==> config.mk <==
export PLATFORM = sky130hd
export DESIGN_NAME = cct_timer
export DESIGN_NICKNAME = d
export VERILOG_FILES = /design/src/rtl/cct_pkg.sv /design/src/rtl/cct_counter.sv /design/src/rtl/cct_channel.sv /design/src/rtl/cct_oneshot.sv /design/src/rtl/cct_timer.sv
export SDC_FILE = /design/constraint.sdc
export NUM_CORES = 1
export LEC_CHECK = 0
export BUFFER_PORTS_ARGS = -buffer_cell sky130_fd_sc_hd__buf_2
export CORE_MARGIN = 4
export CORE_UTILIZATION = 51
export DETAILED_ROUTE_END_ITERATION = 6
export PLACE_DENSITY = 0.71
export SLEW_MARGIN = 20
export SYNTH_ARGS = -nofsm -noshare
export SYNTH_HDL_FRONTEND = slang
export SYNTH_SLANG_ARGS = --single-unit
==> constraint.sdc <==
create_clock -name clk -period 2.2 [get_ports clk]
set_input_delay 0.22 -clock clk [delete_from_list [all_inputs] [get_ports clk]]
set_output_delay 0.22 -clock clk [all_outputs]
set_load 0.02 [all_outputs]
==> src/rtl/cct_pkg.sv <==
package cct_pkg;

    localparam int NCH = 2;

    typedef enum logic [1:0] {
        MODE_FREE   = 2'd0,
        MODE_EXTCLR = 2'd1,
        MODE_CMPCLR = 2'd2,
        MODE_FREE2  = 2'd3
    } tmr_mode_e;

    // trigger levels seen at the last two falling phases
    typedef struct packed {
        logic s0;
        logic s1;
    } trig_hist_t;

    function automatic logic qualify(trig_hist_t h, logic now);
        return now & h.s0 & ~h.s1;
    endfunction

    function automatic trig_hist_t shift_hist(trig_hist_t h, logic now);
        trig_hist_t r;
        r.s0 = now;
        r.s1 = h.s0;
        return r;
    endfunction

endpackage

==> src/rtl/cct_counter.sv <==
module cct_counter
    import cct_pkg::*;
#(
    parameter int W = 16
) (
    input  logic         clk,
    input  logic         rst,
    input  logic         run,
    input  tmr_mode_e    mode,
    input  logic         src_ext,
    input  logic         tick_rise,
    input  logic         ext_edge,
    input  logic [W-1:0] cr0,
    output logic [W-1:0] cnt,
    output logic         ovf,
    output logic         step
);
    localparam logic [W-1:0] CNT_MAX = {W{1'b1}};

    logic run_q, adv, ext_clr, start, cmp_hit;

    always_comb begin
        adv     = src_ext ? ext_edge : tick_rise;
        ext_clr = (mode == MODE_EXTCLR) && ext_edge && !src_ext;
        start   = run && !run_q;
        step    = run && run_q && adv && !ext_clr;
        cmp_hit = (mode == MODE_CMPCLR) && (cnt == cr0);
    end

    always_ff @(posedge clk) begin
        if (rst) begin
            cnt   <= '0;
            run_q <= 1'b0;
            ovf   <= 1'b0;
        end else begin
            run_q <= run;
            ovf   <= 1'b0;
            if (run && (start || ext_clr)) begin
                cnt <= '0;
            end else if (step) begin
                if (cmp_hit) begin
                    cnt <= '0;
                end else begin
                    cnt <= cnt + 1'b1;
                    ovf <= (cnt == CNT_MAX);
                end
            end
        end
    end

    assert_start_clears_R1: assert property (@(posedge clk) disable iff (rst)
        $rose(run) |=> (cnt == '0));
    assert_hold_stopped_R1: assert property (@(posedge clk) disable iff (rst)
        !run |=> $stable(cnt));
    assert_ovf_wrap_R2: assert property (@(posedge clk) disable iff (rst)
        ovf |-> (cnt == '0));
    assert_cmp_clear_R3: assert property (@(posedge clk) disable iff (rst)
        (step && mode == MODE_CMPCLR && cnt == cr0) |=> (cnt == '0));
    assert_ext_clear_R4: assert property (@(posedge clk) disable iff (rst)
        (run && mode == MODE_EXTCLR && ext_edge && !src_ext) |=> (cnt == '0));

endmodule

==> src/rtl/cct_channel.sv <==
module cct_channel
    import cct_pkg::*;
#(
    parameter int W   = 16,
    parameter int IDX = 0
) (
    input  logic         clk,
    input  logic         rst,
    input  logic         cap_mode,
    input  logic         src_ext,
    input  logic         tick_fall,
    input  logic         tick_rise,
    input  logic         trig,
    input  logic         step,
    input  logic [W-1:0] cnt,
    input  logic         wr_hit,
    input  logic [W-1:0] wr_data,
    output logic [W-1:0] cr,
    output logic         irq_cmp,
    output logic         irq_cap
);
    trig_hist_t hist;
    logic pend, blocked, take;

    always_comb begin
        blocked = (IDX == 0) && src_ext;
        take    = tick_fall && qualify(hist, trig) && cap_mode && !blocked;
    end

    always_ff @(posedge clk) begin
        if (rst) begin
            hist    <= '0;
            pend    <= 1'b0;
            cr      <= '0;
            irq_cmp <= 1'b0;
            irq_cap <= 1'b0;
        end else begin
            if (tick_fall) hist <= shift_hist(hist, trig);
            irq_cmp <= step && !cap_mode && (cnt == cr);
            irq_cap <= tick_rise && pend;
            if (tick_rise) pend <= 1'b0;
            if (take) pend <= 1'b1;
            if (take) cr <= cnt;
            else if (wr_hit) cr <= wr_data;
        end
    end

    assert_fall_only_R5: assert property (@(posedge clk) disable iff (rst)
        (!wr_hit && !tick_fall) |=> $stable(cr));
    assert_cap_pulse_R6: assert property (@(posedge clk) disable iff (rst)
        irq_cap |=> !irq_cap);
    assert_cmp_hold_R7: assert property (@(posedge clk) disable iff (rst)
        (!cap_mode && !wr_hit) |=> $stable(cr));

    if (IDX == 0) begin : g_src_block
        assert_ext_block_R8: assert property (@(posedge clk) disable iff (rst)
            (src_ext && !wr_hit) |=> $stable(cr));
    end

endmodule

==> src/rtl/cct_oneshot.sv <==
module cct_oneshot
    import cct_pkg::*;
#(
    parameter int W = 16
) (
    input  logic         clk,
    input  logic         rst,
    input  logic         os_en,
    input  tmr_mode_e    mode,
    input  logic         os_sw,
    input  logic         ext_edge,
    input  logic         src_ext,
    input  logic         step,
    input  logic [W-1:0] cnt,
    input  logic [W-1:0] cr1,
    output logic         os_out
);
    logic allowed, fire, done;

    always_comb begin
        allowed = os_en && (mode != MODE_CMPCLR);
        fire    = os_sw || (ext_edge && !src_ext);
        done    = step && (cnt == cr1);
    end

    always_ff @(posedge clk) begin
        if (rst) begin
            os_out <= 1'b0;
        end else if (!allowed) begin
            os_out <= 1'b0;
        end else if (!os_out && fire) begin
            os_out <= 1'b1;
        end else if (os_out && done) begin
            os_out <= 1'b0;
        end
    end

    assert_no_spont_rise_R10: assert property (@(posedge clk) disable iff (rst)
        (!os_out && !os_sw && !ext_edge) |=> !os_out);
    assert_refused_R11: assert property (@(posedge clk) disable iff (rst)
        (mode == MODE_CMPCLR || !os_en) |=> !os_out);

endmodule

==> src/rtl/cct_timer.sv <==
module cct_timer
    import cct_pkg::*;
#(
    parameter int W = 16
) (
    input  logic         clk,
    input  logic         rst,
    input  logic         tick_rise,
    input  logic         tick_fall,
    input  logic         run,
    input  logic [1:0]   mode,
    input  logic         src_ext,
    input  logic         ext_edge,
    input  logic [1:0]   cap_sel,
    input  logic [1:0]   cap_trig,
    input  logic         wr_en,
    input  logic         wr_sel,
    input  logic [W-1:0] wr_data,
    input  logic [1:0]   rd_sel,
    output logic [W-1:0] rd_data,
    input  logic         os_en,
    input  logic         os_sw,
    output logic         os_out,
    output logic         ovf,
    output logic [1:0]   irq_cmp,
    output logic [1:0]   irq_cap
);
    tmr_mode_e    mode_e;
    logic [W-1:0] cnt;
    logic         step;
    logic [W-1:0] cr [NCH];

    assign mode_e = tmr_mode_e'(mode);

    cct_counter #(.W(W)) u_cnt (
        .clk(clk), .rst(rst), .run(run), .mode(mode_e), .src_ext(src_ext),
        .tick_rise(tick_rise), .ext_edge(ext_edge), .cr0(cr[0]),
        .cnt(cnt), .ovf(ovf), .step(step)
    );

    for (genvar i = 0; i < NCH; i++) begin : g_ch
        cct_channel #(.W(W), .IDX(i)) u_ch (
            .clk(clk), .rst(rst), .cap_mode(cap_sel[i]), .src_ext(src_ext),
            .tick_fall(tick_fall), .tick_rise(tick_rise), .trig(cap_trig[i]),
            .step(step), .cnt(cnt),
            .wr_hit(wr_en && (wr_sel == 1'(i))), .wr_data(wr_data),
            .cr(cr[i]), .irq_cmp(irq_cmp[i]), .irq_cap(irq_cap[i])
        );
    end

    cct_oneshot #(.W(W)) u_os (
        .clk(clk), .rst(rst), .os_en(os_en), .mode(mode_e), .os_sw(os_sw),
        .ext_edge(ext_edge), .src_ext(src_ext), .step(step), .cnt(cnt),
        .cr1(cr[1]), .os_out(os_out)
    );

    always_comb begin
        case (rd_sel)
            2'd0:    rd_data = cnt;
            2'd1:    rd_data = cr[0];
            2'd2:    rd_data = cr[1];
            default: rd_data = '0;
        endcase
    end

endmodule

## Word-level counts from Yosys, hierarchy flattened

Index checks and enable logic that the tools add are counted.

- Register bits: 61
- Bits of input ports: 35
- Output and inout port bits: 22
- Logic and storage cells: 89

- Add/sub/neg operators: 1
- Equality and inequality tests: 8
- Muxes and demuxes: 12
- Bitwise gates (word level): 9
- Reduce and logical (&&, ||, !) cells: 43

Operators by type and width:

| cell | count |
|---|---|
| 16-bit 2-to-1 mux | 5 |
| 16-bit case mux with 3 select lines | 1 |
| 16-bit equality test | 2 |
| 1-bit logical AND | 26 |
| 16-bit by 1-bit adder with 16-bit output (second input constant) | 1 |
| 16-bit equality test (second input constant) | 1 |
| 2-bit nonzero test | 5 |
| 1-bit logical NOT | 6 |
| 1-bit 2-to-1 mux | 6 |
| 1-bit inverter | 5 |
| 1-bit bitwise AND | 4 |
| 2-bit by 1-bit equality test with 1-bit output (second input constant) | 2 |
| 2-bit equality test (second input constant) | 2 |
| 2-bit OR reduction | 2 |
| 4-bit OR reduction | 1 |
| 2-bit logical NOT | 1 |
| 1-bit logical OR | 2 |
| 2-bit inequality test (second input constant) | 1 |

## Logic depth before layout (Yosys ltp)

Gate-level depths: netlist of the first run.

- Word-level depth: 9
- Depth in mapped cells: 7
- Gate-level depth less buffers: 5

## Hierarchy

From an unflattened synthesis of the first run, not the netlist that was laid out.

- Cells, all modules: 417
- Area total of the unflattened synthesis: 4036.4 µm²

Modules (own cells, without submodules):

| module | instances | cells an instance | area each (µm²) | sequential area each (µm²) |
|---|---|---|---|---|
| cct_channel (g_ch[0].u_ch) | 1 | 110 | 1146.1 | 420.4 |
| cct_channel (g_ch[1].u_ch) | 1 | 110 | 1141.1 | 420.4 |
| cct_counter | 1 | 128 | 1128.6 | 360.3 |
| cct_timer | 1 | 41 | 394.1 | 0.0 |
| cct_oneshot | 1 | 28 | 226.5 | 20.0 |

## Worst setup path before layout of the first run

OpenSTA, ideal clock, no wires.

- Kind: register to register
- From: reg u_cnt.cnt[15]
- To: reg u_cnt.cnt[13]
- Setup time: 0.115 ns
- Data arrival time: 1.655 ns
- Data required time: 2.085 ns
- Setup slack: 0.430 ns
- Cell stages (with the launch flop): 8
- Buffers on the path: 2
- Clock period less this slack: 1.770 ns
- Cells stage by stage: dfxtp_1 -> clkbuf_1 -> xor2_1 -> nor4_4 -> nand4_2 -> o31ai_4 -> buf_8 -> nor2_2

- Cells in the longest elaborated chain, start to end: 3

RTL lines:

| element | line | source |
|---|---|---|
| from (decl) | cct_counter.sv:14 | `output logic [W-1:0] cnt,` |
| from (signal assigned) | cct_counter.sv:44 | `cnt <= cnt + 1'b1;` |
| 16-bit equality test | cct_counter.sv:27 | `cmp_hit = (mode == MODE_CMPCLR) && (cnt == cr0);` |
| 1-bit logical AND | cct_counter.sv:27 |  |
| 16-bit 2-to-1 mux | cct_counter.sv:41 | `if (cmp_hit) begin` |

No other way between the ends.
A chain may end at the register's enable or synchronous reset.

## Worst setup path after layout of the first run

- From: reg u_cnt.cnt[1]
- To: reg u_cnt.cnt[4]

- Cells in the longest elaborated chain, start to end: 3
- Elaborated cells on any way between the ends: 4
- Those cells by class: add/sub: 1; eq/ne: 1; mux: 1; reduce/logical: 1

RTL lines:

| element | line |
|---|---|
| branches (longest 2 deep; another with 16-bit by 1-bit adder with 16-bit output) | -- |
| 16-bit 2-to-1 mux (*) | cct_counter.sv:41 |

Every way passes the cells marked *.

==> reports/qor.csv, run 1 <==
stage,metric,value,unit
placement,globalplace.congestion,0.926,
sta,grt_setup_unrepaired,false,
critical_path,r2r_slack,270,ps
sta,finalSetupViolCount,0,
logic_synthesis,synth_area_leaders,"dfxtp_1 (33%), mux2i_1 (9.8%), xor2_1 (6.4%), nor2_1 (4.5%), nand2_1 (4.3%)",
floorplanning,io_pins,57,
logic_synthesis,synth_compound_area_share,11.0,%
logic_synthesis,synth_top_family_by_area,simple AND/OR/NAND/NOR gates,
flow_run,drv_cap,0,
clocking,cts_repair_resize_count,0,
sta,fin_setup_tns,0,ps
detailed_routing,via_per_inst,5.57,
logic_synthesis,synth.distinct_cells,39,
clocking,clk_pin_slew,70,ps
sta,clock.fmax,517,MHz
clocking,clockRootBuffer,clkbuf_8,
floorplanning,die_y,92.9,um
logic_synthesis,netlist_area,0.00367,mm^2
logic_synthesis,synth_xor_area_share,12.4,%
final_layout,nets,498,
detailed_routing,drc,0,
sta,timing.final.crit_share,87.9,%
clocking,clock-sinks,61,
logic_synthesis,synthAdderAreaFrac,0.340,%
clocking,h-tree-depth,3,
logic_synthesis,ys_seq_elements,61,
sta,finalClockSkew,7.39,ps
critical_path,required,2440,ps
logic_synthesis,yosysTopAreaCell,dfxtp_1,
logic_synthesis,syn_nets,450,
placement,port_buffers,56,
placement,dp_hpwl,7.34,mm
floorplanning,die-area,0.00863,mm^2
clocking,numCtsBuffers,9,
placement,dpl_cell_area,0.00398,mm^2
critical_path,worstPathMaxFanout,12,
logic_synthesis,synth-seq-area-share,33.2,%
detailed_routing,wl_per_cell,17.4,um
final_layout,antennaDiodeCount,0,
global_route,grt_usage,23.6,%
global_route,grt_pass1_vias,3137,
floorplanning,fp-row-count,30,
outcome,outcome,"complete, no violations",
logic_synthesis,yosys.area.top_type_share,33.2,%
final_layout,drive_above_1_share,27.2,%
detailed_routing,initialDrtViolationCount,232,
sta,tightest_slew,646,ps
power_and_ir_drop,p_leak,1.86,nW
floorplanning,core_area,0.00691,mm^2
detailed_routing,vias,3135,
critical_path,critical_path.startpoint,u_cnt.cnt[1],
critical_path,arrival,2170,ps
final_layout,area_growth_syn_to_layout,12.7,%
logic_synthesis,synth_mux_area_share,10.2,%
final_layout,postLayoutCellArea,0.00414,mm^2
detailed_routing,routed_wl,9.81,mm
power_and_ir_drop,peakVddDrop,0.000353,V
sta,hold_viol_final,0,
power_and_ir_drop,p_total,0.00238,W
logic_synthesis,synth-simple-area-share,23.5,%
global_route,grt_start_max_net_pins,34,
worst_hold_path,hold_start,cap_sel[1],
global_route,grt_pass1_wl,15.7,mm
clocking,cts_setup_buffers,0,
logic_synthesis,synth_area_per_cell,8.88,um^2
final_layout,utilization,60.0,%
clocking,cts_tree,done,
critical_path,r2r_start,u_cnt.cnt[1],
floorplanning,die_x,92.9,um
critical_path,crit_path_end_kind,register,
final_layout,fill_cells,641,
global_route,antenna_found_initial,0,
floorplanning,start_util,53.2,%
logic_synthesis,yosysWarnings,0,
clocking,clk_latency,350,ps
critical_path,cp-start-kind,register,
clocking,postCtsHoldBufs,0,
clocking,cts_buffer_depth,2,
sta,min_period,1930,ps
detailed_routing,dr.pass1.iters,5,
detailed_routing,ant_nets,0,
power_and_ir_drop,power_density,574,mW/mm^2
sta,max_slew_margin,56.8,%
critical_path,critPathKind,register to register,
logic_synthesis,synth_cells,414,
global_route,overflow,0,
sta,final_max_slew_viol_count,0,
worst_hold_path,min_path_type,input pin to register,
==> final timing paths <==
| path | end | depth (start not counted) |
|---|---|---|
| hold reg to reg | u_os.os_out | 1 |
| setup reg to reg | u_cnt.cnt[4] | 6 |
| setup / recovery | u_cnt.cnt[4] | 6 |
| hold / removal | g_ch[1].u_ch.irq_cmp | 2 |
==> metal layers <==
metal	wire, um	share of wire (%)	global-route usage (%)
met5	0	0	0
met3	565	5.8	4.06
met2	4650	47	37.3
met4	183	1.9	10.3
met1	4410	45	31.4
==> cell usage after synthesis <==
cell / count
dfxtp_1: 61
nor2_1: 44
nand2_1: 42
mux2i_1: 36
xor2_1: 27
clkbuf_1: 20
nand3_1: 19
a211oi_1: 16
a311oi_1: 16
o21ai_0: 16
xnor2_1: 14
nor4_1: 11
nor2_2: 10
buf_6: 9
buf_2: 8
buf_4: 7
nor2b_1: 6
nor3_1: 6
xor2_2: 6
a21oi_1: 5
nor4_4: 5
inv_1: 4
nand4_1: 4
clkbuf_8: 3
nand2b_1: 3
and3b_1: 2
nand4_2: 2
and2_1: 1
and3_1: 1
and4_1: 1
buf_8: 1
ha_1: 1
mux2_4: 1
nand4bb_2: 1
o211a_1: 1
o311ai_0: 1
o31ai_4: 1
or2b_2: 1
or4_1: 1
==> report_power, final <==
group	total [W]	switching, W	internal [W]
clock network	0.000853	0.000452	0.000401
registers	0.00118	0.0000379	0.00114
logic	0.000343	0.000195	0.000148
==> logic make-up (layout without fill, tap and decap cells) <==
group	count (synthesis)	in the layout
DFF	61	61
and+or+nand+nor	160	160
muxes	37	37
buffers and inverters	52	105
adders and majority gates	1	1
AOI/OAI and AO/OA	56	56
xor gates and xnor gates	47	47
==> layout make-up <==
class	count	area [um^2]	area share, %
tap	96	120	2.90
inverter	4	15.0	0.363
timing repair buffer	85	510	12.3
clock buffer	11	131	3.17
clock inverter	5	27.5	0.665
multi-input combinational	301	2120	51.1
sequential	61	1220	29.5
==> cells in the final DEF, fill, tap and decap left out, types with 4 or more instances in the layout <==
cell,instances
clkbuf_8,9
xor2_2,6
nand4_1,4
a21oi_1,5
nor4_4,5
dfxtp_1,61
nor4_1,11
o21ai_0,16
buf_4,28
xor2_1,27
nor2_1,44
clkinv_2,4
mux2i_1,36
nand2_1,42
a211oi_1,16
a311oi_1,16
buf_2,56
nor3_1,6
nor2b_1,5
nor2_2,10
xnor2_1,14
nand3_1,19
inv_1,4
==> state kept, by name, summed over array words and instances (netlist names) <==
name / count
g_ch.u_ch.cr: 32
u_cnt.cnt: 16
u_os.os_out: 1
g_ch.u_ch.hist: 4
g_ch.u_ch.pend: 2
u_cnt.ovf: 1
g_ch.u_ch.irq_cap: 2
g_ch.u_ch.irq_cmp: 2
u_cnt.run_q: 1
==> through the flow <==
stage,hold slack [ps],setup WS [ps],instances
after global routing,58.7,124,563
final,52.2,266,563
after floorplan,298,430,414
after detailed placement,411,287,547
after global placement,410,415,547
after CTS,47.6,276,563
==> critical path, cell delays in order (launching register included) <==
cell and delay, ps:
dfxtp_1 510, xor2_1 190, nor4_4 250, nand4_2 210, o31ai_4 420, buf_12 200
nor2_1 50
No activity file was read; power rests on OpenSTA's default activity.
==> run 2, diff against run 1 <==
- CORE_MARGIN: 4 -> 2
==> run 2 against run 1 <==
  * Maximum frequency rose by 1.2%
  * Highest routed layer unchanged
  * Combinational power barely moved
  * Clock skew rose by 1.4 ps
  * Clock-buffer cell count fell by 1
==> reports/qor.csv, run 2 (synthesized netlist as in run 1, its figures left out) <==
stage,metric,value,unit
final_layout,antennaDiodeCount,0,
placement,port_buffers,56,
placement,placed_cells,544,
floorplanning,die-area,0.00790,mm^2
detailed_routing,drc,0,
final_layout,nets,495,
global_route,antenna_found_initial,0,
floorplanning,core_area,0.00687,mm^2
final_layout,drive_above_1_share,27.2,%
detailed_routing,ant_nets,0,
final_layout,largest_reg_flops,32,
sta,timing.final.crit_share,86.8,%
floorplanning,fp-row-count,30,
power_and_ir_drop,peakVddDrop,0.000430,V
final_layout,fin_cells,560,
sta,holdWs,64.8,ps
detailed_routing,routed_wl,9.65,mm
flow_run,drv_cap,0,
sta,clock.fmax,523,MHz
final_layout,postLayoutCellArea,0.00414,mm^2
critical_path,required,2440,ps
final_layout,final_common_cell,dfxtp_1,
floorplanning,die_y,88.9,um
final_layout,area_growth_syn_to_layout,12.6,%
sta,grt_setup_unrepaired,false,
sta,hold_viol_final,0,
global_route,grt_pass1_vias,3001,
clocking,cts_buffer_depth,2,
clocking,h-tree-depth,3,
critical_path,worstPathMaxFanout,11,
clocking,clk_pin_slew,80,ps
clocking,cts_repair_resize_count,0,
clocking,clockRootBuffer,clkbuf_8,
floorplanning,start_util,53.5,%
global_route,grt_use_met3,4.10,%
final_layout,seq_area,0.00122,mm^2
global_route,grt_start_max_net_pins,34,
sta,finalSetupViolCount,0,
critical_path,critPathKind,register to register,
placement,globalplace.congestion,0.893,
placement,dpl_cell_area,0.00396,mm^2
global_route,overflow,0,
clocking,numCtsBuffers,9,
sta,min_period,1910,ps
sta,max_slew_margin,69.7,%
sta,final_max_slew_viol_count,0,
detailed_routing,dr.pass1.iters,5,
final_layout,multi_input_area,0.00212,mm^2
sta,fin_ws,290,ps
clocking,clock-sinks,61,
placement,pre_cts_slack,331,ps
floorplanning,io_pins,57,
placement,dp_hpwl,6.82,mm
power_and_ir_drop,power_density,590,mW/mm^2
power_and_ir_drop,p_leak,1.85,nW
final_layout,top_regs,"g_ch.u_ch.cr x32, u_cnt.cnt x16, g_ch.u_ch.hist x4",
clocking,postCtsHoldBufs,0,
critical_path,arrival,2150,ps
worst_hold_path,min_path_type,input pin to register,
detailed_routing,initialDrtViolationCount,235,
global_route,grt_util_met2,41.2,%
global_route,use_met1,37.2,%
outcome,outcome,"complete, no violations",
clocking,cts_setup_buffers,0,
detailed_routing,vias,3164,
sta,finalClockSkew,8.74,ps
detailed_routing,via_per_inst,5.65,
final_layout,final_cell_mix,"dfxtp_1 (61), buf_2 (56), nor2_1 (44)",
final_layout,largest_register,g_ch.u_ch.cr,
detailed_routing,wl_per_cell,17.2,um
critical_path,crit_path_end_kind,register,
sta,tightest_slew,454,ps
sta,fin_setup_tns,0,ps
global_route,grt_pass1_wl,15.7,mm
floorplanning,die_x,88.9,um
clocking,cts_tree,done,
global_route,top_usage_layer,met2,
global_route,grt_usage,26.3,%
final_layout,fill_cells,606,
clocking,clk_latency,350,ps
critical_path,cp-start-kind,register,
## run 2: through the flow
step                power (W)  util [%]
floorplan             0.00143         -
global placement      0.00154      57.7
detailed placement    0.00155      57.7
CTS                   0.00244      60.2
global route          0.00252      60.2
finish                0.00244      60.2
## run 2: path summary, 6_finish.rpt
| kind | cells after the start | slack [ps] | endpoint | start |
|---|---|---|---|---|
| setup reg to reg | 6 | 290 | u_cnt.cnt[4] | u_cnt.cnt[1] |
| hold reg to reg | 1 | 450 | u_os.os_out | u_os.os_out |
| hold / removal | 2 | 60 | g_ch[1].u_ch.irq_cmp | cap_sel[1] |
| setup / recovery | 6 | 290 | u_cnt.cnt[4] | u_cnt.cnt[1] |
## run 2: power breakdown
part           internal, W  switching [W]  leakage [nW]
clock network     0.000435       0.000479        0.0880
logic             0.000147       0.000199          1.27
registers          0.00114      0.0000361         0.497
total              0.00172       0.000714          1.85
## run 2: metal layers
layer	routed length [um]	share of wire, %
met5	0	0
met4	80	0.83
met3	598	6.2
met2	4520	47
met1	4450	46
## run 2: area by class of cell
| class | count | area share (%) |
|---|---|---|
| inverter | 4 | 0.363 |
| clock inverter | 6 | 0.938 |
| clock buffer | 10 | 3.33 |
| tap | 96 | 2.90 |
| timing repair buffer | 82 | 11.8 |
| sequential | 61 | 29.5 |
| multi-input combinational | 301 | 51.1 |
## run 2: worst max-delay path, cell delays in order, from the launching register on
cell	delay (ps)
dfxtp_1	510
xor2_1	160
nor4_4	240
nand4_2	190
o31ai_4	450
buf_12	200
nor2_1	50
==> run 3, diff against run 2 <==
- ABC_AREA: not set -> 1
==> run 3 against run 2 <==
  * Non-clock buffer count is 20 lower
  * Register-to-register slack hardly changed
  * Utilization is 0.42 points lower
  * First-iteration DRC count is 2.6% higher
  * Worst setup slack worse by 10 ps
  * Clock power is 3.1% higher
  * Critical endpoint is now u_cnt.cnt[10]
==> reports/qor.csv, run 3 <==
stage,metric,value,unit
critical_path,required,2420,ps
outcome,outcome,"complete, no violations",
clocking,numCtsBuffers,9,
critical_path,cpPeakStageDelay,510,ps
clocking,clockRootBuffer,clkbuf_8,
logic_synthesis,ys_seq_elements,61,
sta,final_max_slew_viol_count,0,
final_layout,fin_cells,707,
clocking,cts_setup_buffers,0,
placement,port_buffers,56,
flow_run,drv_cap,0,
floorplanning,io_pins,57,
logic_synthesis,syn_nets,605,
final_layout,area_growth_syn_to_layout,12.5,%
logic_synthesis,ys_async_sr_fraction,0,%
sta,finalClockSkew,10.0,ps
power_and_ir_drop,switching_power,0.000667,W
logic_synthesis,synth_area_per_cell,6.38,um^2
clocking,clk_pin_slew,60,ps
logic_synthesis,yosysWarnings,0,
logic_synthesis,yosysMostFrequentCell,nand2_1,
floorplanning,die_y,88.4,um
final_layout,utilization,59.8,%
power_and_ir_drop,swShare,27.2,%
floorplanning,start_util,53.1,%
global_route,grt_pass1_wl,16.2,mm
logic_synthesis,synth-seq-area-share,33.6,%
critical_path,cp-start-kind,register,
floorplanning,core_area,0.00683,mm^2
critical_path,worstPathMaxFanout,14,
detailed_routing,vias,3732,
logic_synthesis,synth.distinct_cells,33,
clocking,cts_buffer_depth,2,
sta,timing.final.crit_share,87.3,%
clocking,h-tree-depth,3,
global_route,grt_start_max_net_pins,34,
detailed_routing,wl_per_cell,14.1,um
detailed_routing,drc,0,
placement,placed_cells,693,
logic_synthesis,netlist_area,0.00363,mm^2
final_layout,seq_area,0.00122,mm^2
global_route,grt_usage,26.8,%
sta,hold_viol_final,0,
critical_path,arrival,2140,ps
sta,max_slew_margin,50.7,%
clocking,cts_repair_resize_count,0,
logic_synthesis,synth_cells,569,
final_layout,final_cell_mix,"nand2_1 (155), dfxtp_1 (61), inv_1 (56), buf_2 (56), o21ai_0 (53)",
sta,grt_setup_unrepaired,false,
global_route,antenna_found_initial,0,
critical_path,crit_slowest_cell,dfxtp_1,
worst_hold_path,min_path_type,input pin to register,
final_layout,top_regs,"g_ch.u_ch.cr x32, u_cnt.cnt x16, g_ch.u_ch.hist x4",
critical_path,crit_path_end_kind,register,
sta,fin_ws,279,ps
sta,tightest_slew,738,ps
floorplanning,die-area,0.00781,mm^2
final_layout,nets,644,
critical_path,cp_cell_sequence,"inv_2, nand2_1, nand2_1, a21oi_1, nand2_1, nor2_1, nand4_2, nand2_2, nor2_1",
clocking,clock-sinks,61,
power_and_ir_drop,internal-power,0.00178,W
critical_path,critPathKind,register to register,
power_and_ir_drop,p_clk_share,38.5,%
detailed_routing,via_per_inst,5.28,
power_and_ir_drop,p_leak,1.88,nW
logic_synthesis,yosys.area.top_type_share,33.6,%
final_layout,multi_input_area,0.00196,mm^2
clocking,cts_tree,done,
power_and_ir_drop,p_seq_share,47.6,%
logic_synthesis,yosysTopAreaCell,dfxtp_1,
placement,pre_cts_slack,337,ps
sta,finalSetupViolCount,0,
power_and_ir_drop,pwr-share-comb,13.9,%
final_layout,antennaDiodeCount,0,
final_layout,largest_reg_flops,32,
final_layout,fill_cells,694,
logic_synthesis,synth_common_cells,"nand2_1 (155), dfxtp_1 (61), inv_1 (56)",
sta,holdWs,115,ps
detailed_routing,routed_wl,9.94,mm
final_layout,final_common_cell,nand2_1,
detailed_routing,initialDrtViolationCount,241,
detailed_routing,dr.pass1.iters,5,
logic_synthesis,synth-main-ff-cell,dfxtp_1,
final_layout,largest_register,g_ch.u_ch.cr,
global_route,grt_pass1_vias,3431,
floorplanning,fp-row-count,30,
placement,dp_hpwl,6.84,mm
global_route,overflow,0,
logic_synthesis,synth_enable_flop_cells,0,
sta,min_period,1920,ps
floorplanning,die_x,88.4,um
final_layout,drive_above_1_share,17.0,%
power_and_ir_drop,power_density,599,mW/mm^2
clocking,postCtsHoldBufs,0,
sta,fin_setup_tns,0,ps
logic_synthesis,synth_area_leaders,"dfxtp_1 (34%), nand2_1 (16%), o21ai_0 (7.3%), inv_1 (5.8%), a21oi_1 (5.4%)",
sta,clock.fmax,521,MHz
critical_path,crit_top_cell,nand2_1,
detailed_routing,ant_nets,0,
clocking,clk_latency,340,ps
placement,globalplace.congestion,0.906,
power_and_ir_drop,peakVddDrop,0.000268,V
[run 3: area by class of cell]
cell class,instances,share of cell area (%)
Clock buffer,13,4.38
Clock inverter,1,0.123
Inverter,72,6.62
Multi-Input combinational cell,402,48.1
Sequential cell,61,29.9
Tap cell,96,2.94
Timing Repair Buffer,62,7.96
[run 3: path summary, 6_finish.rpt]
| check | to | slack [ps] | from | cells after the start |
|---|---|---|---|---|
| max | u_cnt.cnt[10] | 280 | u_cnt.cnt[10] | 9 |
| min | u_cnt.run_q | 120 | run | 3 |
| max reg2reg | u_cnt.cnt[10] | 280 | u_cnt.cnt[10] | 9 |
| min reg2reg | g_ch[1].u_ch.irq_cap | 420 | g_ch[1].u_ch.pend | 2 |
[run 3: kinds of logic after synthesis]
logic type / after synthesis / share of synthesized area (%)
buf+inv: 106 / 12.3
xor+xnor: 20 / 4.83
simple gates: 252 / 29.3
compound gates: 129 / 19.6
flops: 61 / 33.6
fa+ha+maj: 1 / 0.345
[run 3: through the flow]
step           cell area, um^2  power (W)
5_1_grt                   4090    0.00255
3_3_place_gp              3900    0.00152
4_1_cts                   4090    0.00246
3_5_place_dp              3900    0.00153
2_1_floorplan             3630    0.00141
6_report                  4090    0.00245
[run 3: critical path: cells and delay by family, from the launching register on]
family | cells | cell delay, ps
AO/OA/AOI/OAI | 1 | 200
buffers and inverters | 1 | 120
flip-flops | 1 | 510
AND/OR/NAND/NOR | 7 | 960
[run 3: power groups by stage]
| stage | combinational, W | sequential (W) | clock, W |
|---|---|---|---|
| after global routing | 0.000383 | 0.00117 | 0.00100 |
| after floorplan | 0.000225 | 0.00119 | 0 |
| after global placement | 0.000332 | 0.00119 | 0 |
| after CTS | 0.000338 | 0.00117 | 0.000954 |
| after detailed placement | 0.000335 | 0.00119 | 0 |
| final | 0.000340 | 0.00117 | 0.000941 |
[run 3: per-layer routing]
| metal | vias to the layer above | share of wire, % | global-route usage [%] |
|---|---|---|---|
| li1 | 1905 | - | - |
| met1 | 1680 | 48 | 35.9 |
| met2 | 132 | 45 | 43.9 |
| met3 | 15 | 5.8 | 3.64 |
| met4 | 0 | 1.7 | 10.3 |
| met5 | - | 0 | 0 |
